==> config.mk <==
export PLATFORM = sky130hd
export DESIGN_NAME = crypto_status_unit
export DESIGN_NICKNAME = d
export VERILOG_FILES = /design/src/rtl/cst_pkg.sv /design/src/rtl/cst_phase_tracker.sv /design/src/rtl/cst_access_guard.sv /design/src/rtl/cst_flag_bank.sv /design/src/rtl/crypto_status_unit.sv
export SDC_FILE = /design/constraint.sdc
export NUM_CORES = 1
export LEC_CHECK = 0
export CAP_MARGIN = 30
export CORE_ASPECT_RATIO = 0.8
export CORE_MARGIN = 2
export CORE_UTILIZATION = 39
export DETAILED_ROUTE_END_ITERATION = 8
export GPL_ROUTABILITY_DRIVEN = 0
export PLACE_DENSITY_LB_ADDON = 0.12
export SYNTH_ARGS = -nofsm -noshare
export SYNTH_HDL_FRONTEND = slang
export SYNTH_SLANG_ARGS = --single-unit
export TNS_END_PERCENT = 1
==> constraint.sdc <==
create_clock -name clk -period 3.7 [get_ports clk]
set_clock_uncertainty 0.05 [all_clocks]
set_input_delay 0.555 -clock clk [delete_from_list [all_inputs] [get_ports clk]]
set_output_delay 0.555 -clock clk [all_outputs]
set_load 0.1 [all_outputs]
==> src/rtl/cst_pkg.sv <==
package cst_pkg;
  typedef enum logic [1:0] {
    PH_IN   = 2'd0,
    PH_CALC = 2'd1,
    PH_OUT  = 2'd2
  } phase_t;

  typedef enum logic [1:0] {
    AP_INIT    = 2'd0,
    AP_HEADER  = 2'd1,
    AP_PAYLOAD = 2'd2,
    AP_FINAL   = 2'd3
  } aead_phase_t;

  // flag bank slots
  localparam int FL_CCF = 0;
  localparam int FL_RD  = 1;
  localparam int FL_WR  = 2;
  localparam int FL_N   = 3;

  // status word bit positions
  localparam int ST_BUSY = 3;
  localparam int ST_W    = 32;
endpackage

==> src/rtl/cst_phase_tracker.sv <==
module cst_phase_tracker
  import cst_pkg::*;
#(
  parameter int WORDS       = 4,
  parameter int CALC_CYCLES = 10
) (
  input  logic   clk,
  input  logic   rst,
  input  logic   eng_en,
  input  logic   wr_stb,
  input  logic   rd_stb,
  input  logic   skip_out,
  output phase_t phase_q,
  output logic   calc_done,
  output logic   busy_d
);
  localparam int CNT_W = $clog2(WORDS + 1);
  localparam int TMR_W = $clog2(CALC_CYCLES + 1);
  localparam logic [CNT_W-1:0] LAST_WORD = CNT_W'(WORDS - 1);
  localparam logic [TMR_W-1:0] TMR_LOAD  = TMR_W'(CALC_CYCLES - 1);

  phase_t           phase_d;
  logic [CNT_W-1:0] cnt_q, cnt_d;
  logic [TMR_W-1:0] tmr_q, tmr_d;

  always_comb begin
    phase_d   = phase_q;
    cnt_d     = cnt_q;
    tmr_d     = tmr_q;
    calc_done = 1'b0;
    if (!eng_en) begin
      phase_d = PH_IN;
      cnt_d   = '0;
      tmr_d   = '0;
    end else begin
      case (phase_q)
        PH_IN: begin
          if (wr_stb) begin
            if (cnt_q == LAST_WORD) begin
              phase_d = PH_CALC;
              cnt_d   = '0;
              tmr_d   = TMR_LOAD;
            end else begin
              cnt_d = cnt_q + 1'b1;
            end
          end
        end
        PH_CALC: begin
          if (tmr_q == '0) begin
            calc_done = 1'b1;
            phase_d   = skip_out ? PH_IN : PH_OUT;
          end else begin
            tmr_d = tmr_q - 1'b1;
          end
        end
        PH_OUT: begin
          if (rd_stb) begin
            if (cnt_q == LAST_WORD) begin
              phase_d = PH_IN;
              cnt_d   = '0;
            end else begin
              cnt_d = cnt_q + 1'b1;
            end
          end
        end
        default: begin
          phase_d = PH_IN;
          cnt_d   = '0;
        end
      endcase
    end
    busy_d = (phase_d != PH_IN) || (cnt_d != '0);
  end

  always_ff @(posedge clk) begin
    if (rst) begin
      phase_q <= PH_IN;
      cnt_q   <= '0;
      tmr_q   <= '0;
    end else begin
      phase_q <= phase_d;
      cnt_q   <= cnt_d;
      tmr_q   <= tmr_d;
    end
  end
endmodule

==> src/rtl/cst_access_guard.sv <==
module cst_access_guard
  import cst_pkg::*;
(
  input  logic       eng_en,
  input  phase_t     phase,
  input  logic       wr_stb,
  input  logic       rd_stb,
  input  logic       key_deriv,
  input  logic       aead_en,
  input  logic       aead_is_gcm,
  input  logic [1:0] aead_phase,
  input  logic       dir_encrypt,
  output logic       wr_evt,
  output logic       rd_evt,
  output logic       skip_out,
  output logic       busy_gate
);
  aead_phase_t ap;
  logic in_init, in_header, wr_mask, rd_mask;

  always_comb begin
    ap        = aead_phase_t'(aead_phase);
    in_init   = aead_en && (ap == AP_INIT);
    in_header = aead_en && (ap == AP_HEADER);
    wr_mask   = key_deriv || in_init;
    rd_mask   = key_deriv || in_init || in_header;
    wr_evt    = eng_en && wr_stb && !wr_mask &&
                ((phase == PH_CALC) || (phase == PH_OUT));
    rd_evt    = eng_en && rd_stb && !rd_mask &&
                ((phase == PH_CALC) || (phase == PH_IN));
    skip_out  = key_deriv || in_init || in_header;
    busy_gate = aead_en && aead_is_gcm && (ap == AP_PAYLOAD) &&
                dir_encrypt && !key_deriv;
  end
endmodule

==> src/rtl/cst_flag_bank.sv <==
module cst_flag_bank #(
  parameter int N = 3
) (
  input  logic         clk,
  input  logic         rst,
  input  logic [N-1:0] set_i,
  input  logic [N-1:0] clr_i,
  output logic [N-1:0] flag_q,
  output logic [N-1:0] flag_d
);
  for (genvar i = 0; i < N; i++) begin : g_flag
    // a set in the same cycle as a clear keeps the flag
    assign flag_d[i] = set_i[i] || (flag_q[i] && !clr_i[i]);

    always_ff @(posedge clk) begin
      if (rst) flag_q[i] <= 1'b0;
      else     flag_q[i] <= flag_d[i];
    end
  end
endmodule

==> src/rtl/crypto_status_unit.sv <==
module crypto_status_unit
  import cst_pkg::*;
#(
  parameter int WORDS       = 4,
  parameter int CALC_CYCLES = 10
) (
  input  logic        clk,
  input  logic        rst,
  input  logic        eng_en,
  input  logic        host_wr_din,
  input  logic        host_rd_dout,
  input  logic        key_deriv,
  input  logic        aead_en,
  input  logic        aead_is_gcm,
  input  logic [1:0]  aead_phase,
  input  logic        dir_encrypt,
  input  logic        err_clr,
  input  logic        ccf_clr,
  input  logic        err_ie,
  output logic [31:0] status_word,
  output logic        err_irq
);
  phase_t          phase_q;
  logic            calc_done, busy_d;
  logic            wr_evt, rd_evt, skip_out, busy_gate;
  logic [FL_N-1:0] fl_set, fl_clr, fl_q, fl_d;
  logic            busy_q, irq_q;

  cst_phase_tracker #(
    .WORDS      (WORDS),
    .CALC_CYCLES(CALC_CYCLES)
  ) u_track (
    .clk      (clk),
    .rst      (rst),
    .eng_en   (eng_en),
    .wr_stb   (host_wr_din),
    .rd_stb   (host_rd_dout),
    .skip_out (skip_out),
    .phase_q  (phase_q),
    .calc_done(calc_done),
    .busy_d   (busy_d)
  );

  cst_access_guard u_guard (
    .eng_en     (eng_en),
    .phase      (phase_q),
    .wr_stb     (host_wr_din),
    .rd_stb     (host_rd_dout),
    .key_deriv  (key_deriv),
    .aead_en    (aead_en),
    .aead_is_gcm(aead_is_gcm),
    .aead_phase (aead_phase),
    .dir_encrypt(dir_encrypt),
    .wr_evt     (wr_evt),
    .rd_evt     (rd_evt),
    .skip_out   (skip_out),
    .busy_gate  (busy_gate)
  );

  always_comb begin
    fl_set         = '0;
    fl_clr         = '0;
    fl_set[FL_CCF] = calc_done;
    fl_set[FL_RD]  = rd_evt;
    fl_set[FL_WR]  = wr_evt;
    fl_clr[FL_CCF] = ccf_clr;
    fl_clr[FL_RD]  = err_clr;
    fl_clr[FL_WR]  = err_clr;
  end

  cst_flag_bank #(.N(FL_N)) u_flags (
    .clk   (clk),
    .rst   (rst),
    .set_i (fl_set),
    .clr_i (fl_clr),
    .flag_q(fl_q),
    .flag_d(fl_d)
  );

  always_ff @(posedge clk) begin
    if (rst) begin
      busy_q <= 1'b0;
      irq_q  <= 1'b0;
    end else begin
      busy_q <= busy_gate && busy_d;
      irq_q  <= (fl_d[FL_RD] || fl_d[FL_WR]) && err_ie;
    end
  end

  always_comb begin
    status_word          = '0;
    status_word[FL_N-1:0] = fl_q;
    status_word[ST_BUSY] = busy_q;
  end

  assign err_irq = irq_q;
endmodule

======== Yosys cells after proc, flatten, opt, wreduce, memory -nomap -nowiden ========
Index checks and enable logic that the tools add are counted.
word-level totals
  logic and storage cells ................. 78
  input port bits ......................... 14
  output and inout bits ................... 33
  bits in registers ....................... 14
cells by class
  multiplexer cells ....................... 20
  equal/unequal tests ..................... 8
  $add $sub $neg .......................... 2
  reductions and logical operators ........ 39
  bitwise logic cells ..................... 1
operators with widths
  cell                 number
  $logic_and 1x1->1    17
  $mux 2               7
  $mux 3               4
  $mux 4               3
  $logic_or 1x1->1     9
  $pmux 3 s3           1
  $pmux 4 s2           1
  $ne 2x2->1 const B   3
  $pmux 2 s3           1
  $logic_not 1->1      5
  $eq 2x1->1 const B   2
  $eq 2x2->1 const B   2
  $logic_not 2->1      2
  $logic_not 4->1      1
  $reduce_and 4->1     1
  $reduce_bool 2->1    2
  $sub 4x1->4 const B  1
  $add 3x1->3 const B  1
  $eq 3x2->1 const B   1
  $mux 1               3
  $reduce_bool 3->1    1
  $reduce_or 2->1      1
  $not 1->1            1

======== Longest topological paths before layout ========
Gate-level depths: netlist of run 1.
  depth in word-level cells ............... 11
  depth in mapped cells ................... 7
  depth with buffers taken out ............ 6

======== Modules after synthesis ========
Synthesis of run 1 repeated with hierarchy kept, for this count alone.
second synthesis, totals
  cell total of the unflattened synthesis .. 125
  area, all modules ....................... 1066.0 um2
by module, submodules not included
  module              area an instance (um2)  instances  sequential area each (um2)  cells an instance
  cst_phase_tracker   536.8                   1          180.2                       63
  crypto_status_unit  285.3                   1          40.0                        36
  cst_flag_bank       138.9                   1          60.1                        15
  cst_access_guard    105.1                   1          0.0                         11

======== Worst setup path before layout of run 1 ========
Ideal clock, no wire load.
  path kind ............................... input-to-reg
  start ................................... in rst
  end ..................................... reg busy_q
  path buffers ............................ 1
  setup time .............................. 74 ps
  arrival time ............................ 1686 ps
  required time ........................... 3576 ps
  stages .................................. 4
  setup slack ............................. 1890 ps
  cells stage by stage .................... buf_4 or3b_4 or4b_1 a31oi_1
RTL lines
  element                 RTL line                  source
  start: declaration      crypto_status_unit.sv:8   input logic rst,
  end signal: assignment  crypto_status_unit.sv:85  busy_q <= busy_gate && busy_d;
  end: declaration        crypto_status_unit.sv:27  logic busy_q, irq_q;

======== Worst setup path after layout of run 1 ========
  start ................................... reg u_flags.flag_q[2]
  end ..................................... out status_word[2]
RTL lines
  element                           RTL line                  source
  start: declaration                cst_flag_bank.sv:8        output logic [N-1:0] flag_q,
  start signal: indexed assignment  cst_flag_bank.sv:17       else flag_q[i] <= flag_d[i];
  end: declaration                  crypto_status_unit.sv:20  output logic [31:0] status_word,
No word-level cell between the ends.

==> impl_metrics.tcl, run 1 <==
set metrics [dict create \
    cts_made_buffers 3 \
    p_leak_nw 0.509 \
    critPathKind "flip-flop to output pin" \
    final_common_cell "conb_1" \
    cts.repair.resized 0 \
    hpwl_um 1710 \
    cts_buffer_depth 2 \
    final_hold_viol_count 0 \
    grt_use_met3 0.0519 \
    ys_seq_elements 14 \
    io_pins 47 \
    antenna_left 0 \
    die_area_um2 3300 \
    slowest_stage "clkdlybuf4s50_1" \
    first_global_vias 802 \
    power_density_nw_per_um2 341 \
    syn_to_final_growth_pct 11.8 \
    grt.total_usage 0.142 \
    seq_area_um2 280 \
    post-cts-setup-buffers 0 \
    grt-ovfl-total 0 \
    max_stage_delay_ns 1.14 \
    fill_cells 278 \
    synth_async_sr_flop_share 0 \
    outcome "finished clean" \
    worstPathRequired_ns 3.09 \
    first_pass_iters 4 \
    cp_max_fo 2 \
    synth-edff-count 0 \
    clk-insertion-delay-late_ns 0.28 \
    crit_path_end_kind "output pin" \
    setup_tns_ns 0 \
    ctsHoldBuffers 0 \
    fin_hold_ws_ns 0.454 \
    port_buffers 18 \
    finalPower_mw 0.425 \
    post-route-period-util 0.642 \
    cap_violations 0 \
    clock-sinks 14 \
    synth_cells 132 \
    busiest_layer "met2" \
    htreeDepth 1 \
    vias 882 \
    routed_wl_um 2100 \
    utilization 0.454 \
    clock-root-buffer "clkbuf_4" \
    rsz0062_at_grt "false" \
    yosysWarningCount 0 \
    fin_cells 187 \
    setup_violations 0 \
    netlist_area_um2 1110 \
    rows 17 \
    grt_pass1_wl_um 3640 \
    grtUsageMet1 0.182 \
    wl_per_cell_um 11.2 \
    dp.cells 183 \
    gr-usage-met2 0.226 \
    path_cells "clkdlybuf4s50_1" \
    synthDistinctLibCells 46 \
    multiInputGateArea_um2 672 \
    finalMaxSlewViolations 0 \
    period_needed_ns 2.38 \
    fmax_ghz 0.421 \
    synth_seq_area_share 0.251 \
    drive_gt1_frac 0.0604 \
    synth_ff_type "dfxtp_1" \
    path_buf_inv 1 \
    avgSynthCellArea_um2 8.45 \
    num_antenna_cells 0 \
    drt_iter0_drc 43 \
    via_per_inst 4.72 \
    fp.dieW_um 63.8 \
    cp.arrival_ns 1.77 \
    ir_drop_mv 0.152 \
    clkTransAtPathRegs_ns 0.08 \
    hold_class "flip-flop to flip-flop" \
    cts_tree "built" \
    die_h_um 51.8 \
    grt_start_max_net_pins 13 \
    path_delay_family "buffers and inverters" \
    start_kind "flip-flop" \
    fin_nets 171 \
    route.detailed.drc 0 \
    worstMarginPinSlew_ns 0.979 \
    initial_core_util 0.406 \
    final_cell_mix "conb_1, clkdlybuf4s50_1, dfxtp_1" \
    relSlewSlack 0.346 \
    grt_antenna_before_repair 0 \
    core_area_um2 2740 \
]
-- kinds of logic (layout without fill, tap and decap cells) --
family / Yosys count / count (layout) / synth area share
simple gates: 42 / 42 / 0.246
buf+inv: 40 / 30 / 0.237
compound gates: 27 / 27 / 0.176
flops: 14 / 14 / 0.251
fa+ha+maj: 7 / 7 / 0.0786
other cells: 1 / 28 / 0.00336
xor+xnor: 1 / 1 / 0.00786
-- through the flow --
stage               setup WS, ns  area [um^2]
floorplan                   1.89         1220
global placement            1.37         1210
detailed placement          1.32         1210
CTS                         1.31         1250
global route                1.28         1250
finish                      1.32         1250
-- flip-flops by register name (all words and copies together) (netlist names) --
register,flops
u_track.cnt_q,3
u_flags.flag_q,3
err_irq,1
u_track.phase_q,2
u_track.tmr_q,4
busy_q,1
-- path summary, 6_finish.rpt --
kind                       from                to  slack [ns]  cells after the start
max           u_flags.flag_q[2]    status_word[2]        1.32                      1
max reg2reg  u_track.phase_q[0]            busy_q        1.66                      6
min            u_track.cnt_q[0]  u_track.cnt_q[0]        0.45                      2
min reg2reg    u_track.cnt_q[0]  u_track.cnt_q[0]        0.45                      2
-- cells in the mapped netlist (all sizes together) (2+ instances only) --
library cell | number | share of area
nand2b | 2 | 0.011
a22oi | 2 | 0.013
o21ai | 2 | 0.0090
a211oi | 2 | 0.013
nand3b | 2 | 0.013
ha | 7 | 0.079
a21oi | 7 | 0.031
nor2b | 5 | 0.028
nor3 | 3 | 0.013
inv | 8 | 0.027
dfxtp | 14 | 0.25
a31oi | 2 | 0.011
or3b | 2 | 0.018
nand4b | 2 | 0.016
nor3b | 2 | 0.013
buf | 31 | 0.21
or4b | 2 | 0.018
nor2 | 10 | 0.034
nand2 | 2 | 0.0067
-- final cells by class --
class                           instances  area share
Clock buffer                            4      0.0291
Tap cell                               38      0.0382
Inverter                                8      0.0241
Multi-Input combinational cell        105       0.539
Timing Repair Buffer                   18       0.145
Sequential cell                        14       0.225
-- power breakdown --
group | internal, mW | switching, mW
Clock | 0.0599 | 0.0505
Sequential | 0.152 | 0.000908
Combinational | 0.0210 | 0.141
Total | 0.233 | 0.192
-- per-layer routing --
metal	up-vias	part of all wire
li1	445	-
met1	391	0.50
met2	43	0.41
met3	3	0.079
met4	0	0.0052
met5	-	0
-- worst reg2reg max path: stages, from the launching register on --
cell and delay [ns]:
dfxtp_1 0.35, inv_1 0.09, ha_1 0.38, and4b_1 0.34, nor2_1 0.05, or4b_1 0.53, a31oi_1 0.18
Note: power is estimated with default switching activity, not from simulation.
==> inputs of run 2 (changes only) <==
clock period = 2.36 ns   (was 3.7 ns; I/O delays follow)
==> run 2 against run 1 <==
Non-clock buffer count increased by 2. Clock power rose by 20%. Utilization is 0.41 points lower. Sequential power is 56% higher. First-iteration DRC count shrank 51%. Combinational power grew 59%. Worst hold slack worse by 0.017 ns. Sequential share of layout area is 0.21 points higher. Cell count is 0.53% higher. Design area is 0.90% lower. Wire length grew 3.5%. Largest power group unchanged.
==> impl_metrics.tcl, run 2 (synthesis results as in run 1) <==
set metrics [dict create \
    outcome "finished clean" \
    post-route-period-util 0.851 \
    worst_slack_ns 0.351 \
    grt.total_usage 0.140 \
    io_pins 47 \
    grt_antenna_before_repair 0 \
    fin_cells 188 \
    antenna_left 0 \
    cts_made_buffers 3 \
    r2r_start "u_track.phase_q[0]" \
    cp_max_fo 11 \
    slowest_stage "dfxtp_1" \
    largest_reg_flops 4 \
    first_global_vias 794 \
    path_delay_family "simple AND/OR/NAND/NOR gates" \
    drt_iter0_drc 21 \
    route.detailed.drc 0 \
    final_common_cell "conb_1" \
    ctsHoldBuffers 0 \
    hp-start "u_track.cnt_q[0]" \
    port_buffers 18 \
    finalMaxSlewViolations 0 \
    core_area_um2 2740 \
    finalPower_mw 0.628 \
    path_buf_inv 1 \
    final_cell_mix "conb_1, dfxtp_1, clkdlybuf4s50_1" \
    clock-sinks 14 \
    cp.arrival_ns 2.13 \
    syn_to_final_growth_pct 10.8 \
    die_area_um2 3300 \
    stdcell_area_um2 1230 \
    rsz0062_at_grt "false" \
    fp.dieW_um 63.8 \
    setup_tns_ns 0 \
    hpwl_um 1770 \
    grt_pass1_wl_um 3550 \
    fin_nets 173 \
    worstPathRequired_ns 2.48 \
    grt_start_max_net_pins 13 \
    rows 17 \
    utilization 0.450 \
    clkTransAtPathRegs_ns 0.08 \
    die_h_um 51.8 \
    hold_class "flip-flop to flip-flop" \
    fin_hold_ws_ns 0.437 \
    path_cells "inv_1 > ha_1 > and4b_1 > or2_1 > and4_1 > o31a_1" \
    cts_tree "built" \
    drive_gt1_frac 0.100 \
    setup_violations 0 \
    initial_core_util 0.406 \
    relSlewSlack 0.649 \
    crit_path_end_kind "flip-flop" \
    place_ws_ns 0.297 \
    placed_cell_area_um2 1210 \
    largest_register "u_track.tmr_q" \
    cp-startpoint "u_track.phase_q[0]" \
    final_hold_viol_count 0 \
    via_per_inst 4.87 \
    cts.repair.resized 0 \
    period_needed_ns 2.01 \
    first_pass_iters 5 \
    wl_per_cell_um 11.5 \
    start_kind "flip-flop" \
    routed_wl_um 2170 \
    fmax_ghz 0.498 \
    clock-root-buffer "clkbuf_4" \
    vias 915 \
    ir_drop_mv 0.255 \
    power_density_nw_per_um2 509 \
    worstMarginPinSlew_ns 0.526 \
    critPathKind "flip-flop to flip-flop" \
    top_regs "u_track.tmr_q x4, u_flags.flag_q x3, u_track.cnt_q x3" \
    num_antenna_cells 0 \
    max_stage_delay_ns 0.40 \
    post-cts-setup-buffers 0 \
    cts_buffer_depth 2 \
    clk-insertion-delay-late_ns 0.28 \
    p_leak_nw 0.521 \
    cap_violations 0 \
    dp.cells 185 \
    grt-ovfl-total 0 \
    htreeDepth 1 \
]
[run 2: worst paths after layout]
kind	end	slack, ns	depth (start not counted)
min reg2reg	u_track.cnt_q[0]	0.44	2
min	u_track.cnt_q[0]	0.44	2
max reg2reg	u_track.tmr_q[3]	0.35	6
max	u_track.tmr_q[3]	0.35	6
[run 2: layer usage]
metal | wire (um) | global-route usage
met4 | 10 | 0.0217
met1 | 1020 | 0.169
met2 | 972 | 0.246
met3 | 165 | 0.0519
met5 | 0 | 0
[run 2: tightest hold or removal path: cells and delay by family (launching register included)]
| kind | cells | cell delay (ns) |
|---|---|---|
| compound gates | 1 | 0.05 |
| flops | 1 | 0.34 |
| simple gates | 1 | 0.06 |
[run 2: final cells by class]
| class | instances | area [um^2] |
|---|---|---|
| multi-input cells | 105 | 672 |
| fillers | 279 | 1510 |
| repair buffers | 20 | 183 |
| clock buffers | 3 | 22.5 |
| well taps | 38 | 47.5 |
| flip-flops and latches | 14 | 280 |
| inverters | 8 | 30.0 |
[run 2: where the power goes]
part | total [mW] | internal, mW | leakage [nW] | switching [mW]
combinational | 0.257 | 0.0347 | 0.395 | 0.222
sequential | 0.239 | 0.238 | 0.113 | 0.00142
clock | 0.132 | 0.0592 | 0.0138 | 0.0728
total | 0.628 | 0.332 | 0.521 | 0.296
==> inputs of run 3 (changes only) <==
CORE_UTILIZATION = 42   (was 39)
==> run 3 against run 2 <==
Sequential power about the same. First-iteration DRC count grew 76%. Clock power increased by 29%. Via count increased by 2.0%. Die area fell by 6.7%. Maximum frequency rose by 1.5%. Non-clock buffer count did not move. Critical endpoint is now busy_q. Largest cell class unchanged. Largest power group unchanged.
==> impl_metrics.tcl, run 3 (synthesis results as in run 1) <==
set metrics [dict create \
    core_area_um2 2480 \
    hpwl_um 1790 \
    top_regs "u_track.tmr_q x4, u_flags.flag_q x3, u_track.cnt_q x3" \
    finalMaxSlewViolations 0 \
    clkTransAtPathRegs_ns 0.08 \
    final_common_cell "conb_1" \
    wl_per_cell_um 11.9 \
    cp.arrival_ns 2.14 \
    placed_cell_area_um2 1210 \
    grt_antenna_before_repair 0 \
    post-route-period-util 0.838 \
    syn_to_final_growth_pct 11.8 \
    fill_cells 244 \
    start_kind "flip-flop" \
    initial_core_util 0.449 \
    outcome "finished clean" \
    vias 933 \
    route.detailed.drc 0 \
    port_buffers 18 \
    io_pins 47 \
    die_h_um 50.1 \
    stdcell_area_um2 1250 \
    fmax_ghz 0.505 \
    p_leak_nw 0.529 \
    setup_violations 0 \
    largest_register "u_track.tmr_q" \
    rows 16 \
    drive_gt1_frac 0.106 \
    clock-sinks 14 \
    drt_iter0_drc 37 \
    final_hold_viol_count 0 \
    first_global_vias 861 \
    clock-root-buffer "clkbuf_4" \
    crit_path_end_kind "flip-flop" \
    grt_pass1_wl_um 3700 \
    worstMarginPinSlew_ns 0.635 \
    first_pass_iters 4 \
    worstPathRequired_ns 2.52 \
    cts_buffer_depth 2 \
    num_antenna_cells 0 \
    grt.total_usage 0.158 \
    final_cell_mix "conb_1, dfxtp_1, clkdlybuf4s50_1" \
    cts_tree "built" \
    antenna_left 0 \
    die_area_um2 3080 \
    fin_nets 173 \
    critPathKind "flip-flop to flip-flop" \
    cap_violations 0 \
    htreeDepth 1 \
    period_needed_ns 1.98 \
    grt-ovfl-total 0 \
    cp_max_fo 11 \
    post-cts-setup-buffers 0 \
    setup_tns_ns 0 \
    largest_reg_flops 4 \
    clk-insertion-delay-late_ns 0.28 \
    finalPower_mw 0.666 \
    hold_class "flip-flop to flip-flop" \
    ir_drop_mv 0.334 \
    utilization 0.502 \
    cts.repair.resized 0 \
    ctsHoldBuffers 0 \
    cts_made_buffers 3 \
    fp.dieW_um 61.6 \
    routed_wl_um 2220 \
    rsz0062_at_grt "false" \
    grt_start_max_net_pins 13 \
    power_density_nw_per_um2 535 \
    fin_hold_ws_ns 0.448 \
    via_per_inst 4.99 \
    relSlewSlack 0.576 \
]
-- run 3: cell count changes in the layout (fill, tap and decap cells not counted) --
cell      before  now
clkbuf_8       0    1
-- run 3: critical path, cell delays in order, from the launching register on --
cell and delay (ns):
dfxtp_1 0.33, inv_1 0.10, ha_1 0.38, and4b_1 0.31
nor2_1 0.06, or4b_1 0.50, a31oi_1 0.17
-- run 3: power breakdown --
| group | internal [mW] | switching, mW |
|---|---|---|
| Combinational | 0.0347 | 0.222 |
| Sequential | 0.238 | 0.00145 |
| Clock | 0.0939 | 0.0765 |
-- run 3: cell type report --
type / instances / area [um^2] / share of cell area
multi-input cells: 105 / 672 / 0.539
clock buffers: 4 / 36.3 / 0.0291
flip-flops and latches: 14 / 280 / 0.225
inverters: 8 / 30.0 / 0.0241
repair buffers: 20 / 183 / 0.147
well taps: 36 / 45.0 / 0.0361
-- run 3: path summary, 6_finish.rpt --
kind | from | endpoint | slack, ns | depth (start not counted)
worst min register to register | u_track.cnt_q[0] | u_track.cnt_q[0] | 0.45 | 2
worst min-delay path | u_track.cnt_q[0] | u_track.cnt_q[0] | 0.45 | 2
worst max register to register | u_track.phase_q[1] | busy_q | 0.38 | 6
worst max-delay path | u_track.phase_q[1] | busy_q | 0.38 | 6
-- run 3: metal layers --
layer,vias up,share of wire,global-route usage,wire length [um]
met5,-,0,0,0
met4,0,0.0099,0.0603,22
met3,4,0.077,0.0315,170
met2,58,0.45,0.237,997
met1,419,0.46,0.218,1030
li1,452,-,-,-
-- run 3: metrics by stage --
step           std cells  worst slack [ns]
4_1_cts              187             0.391
3_5_place_dp         183             0.314
3_3_place_gp         183             0.333
6_report             187             0.382
2_1_floorplan        159             0.575
5_1_grt              187             0.219
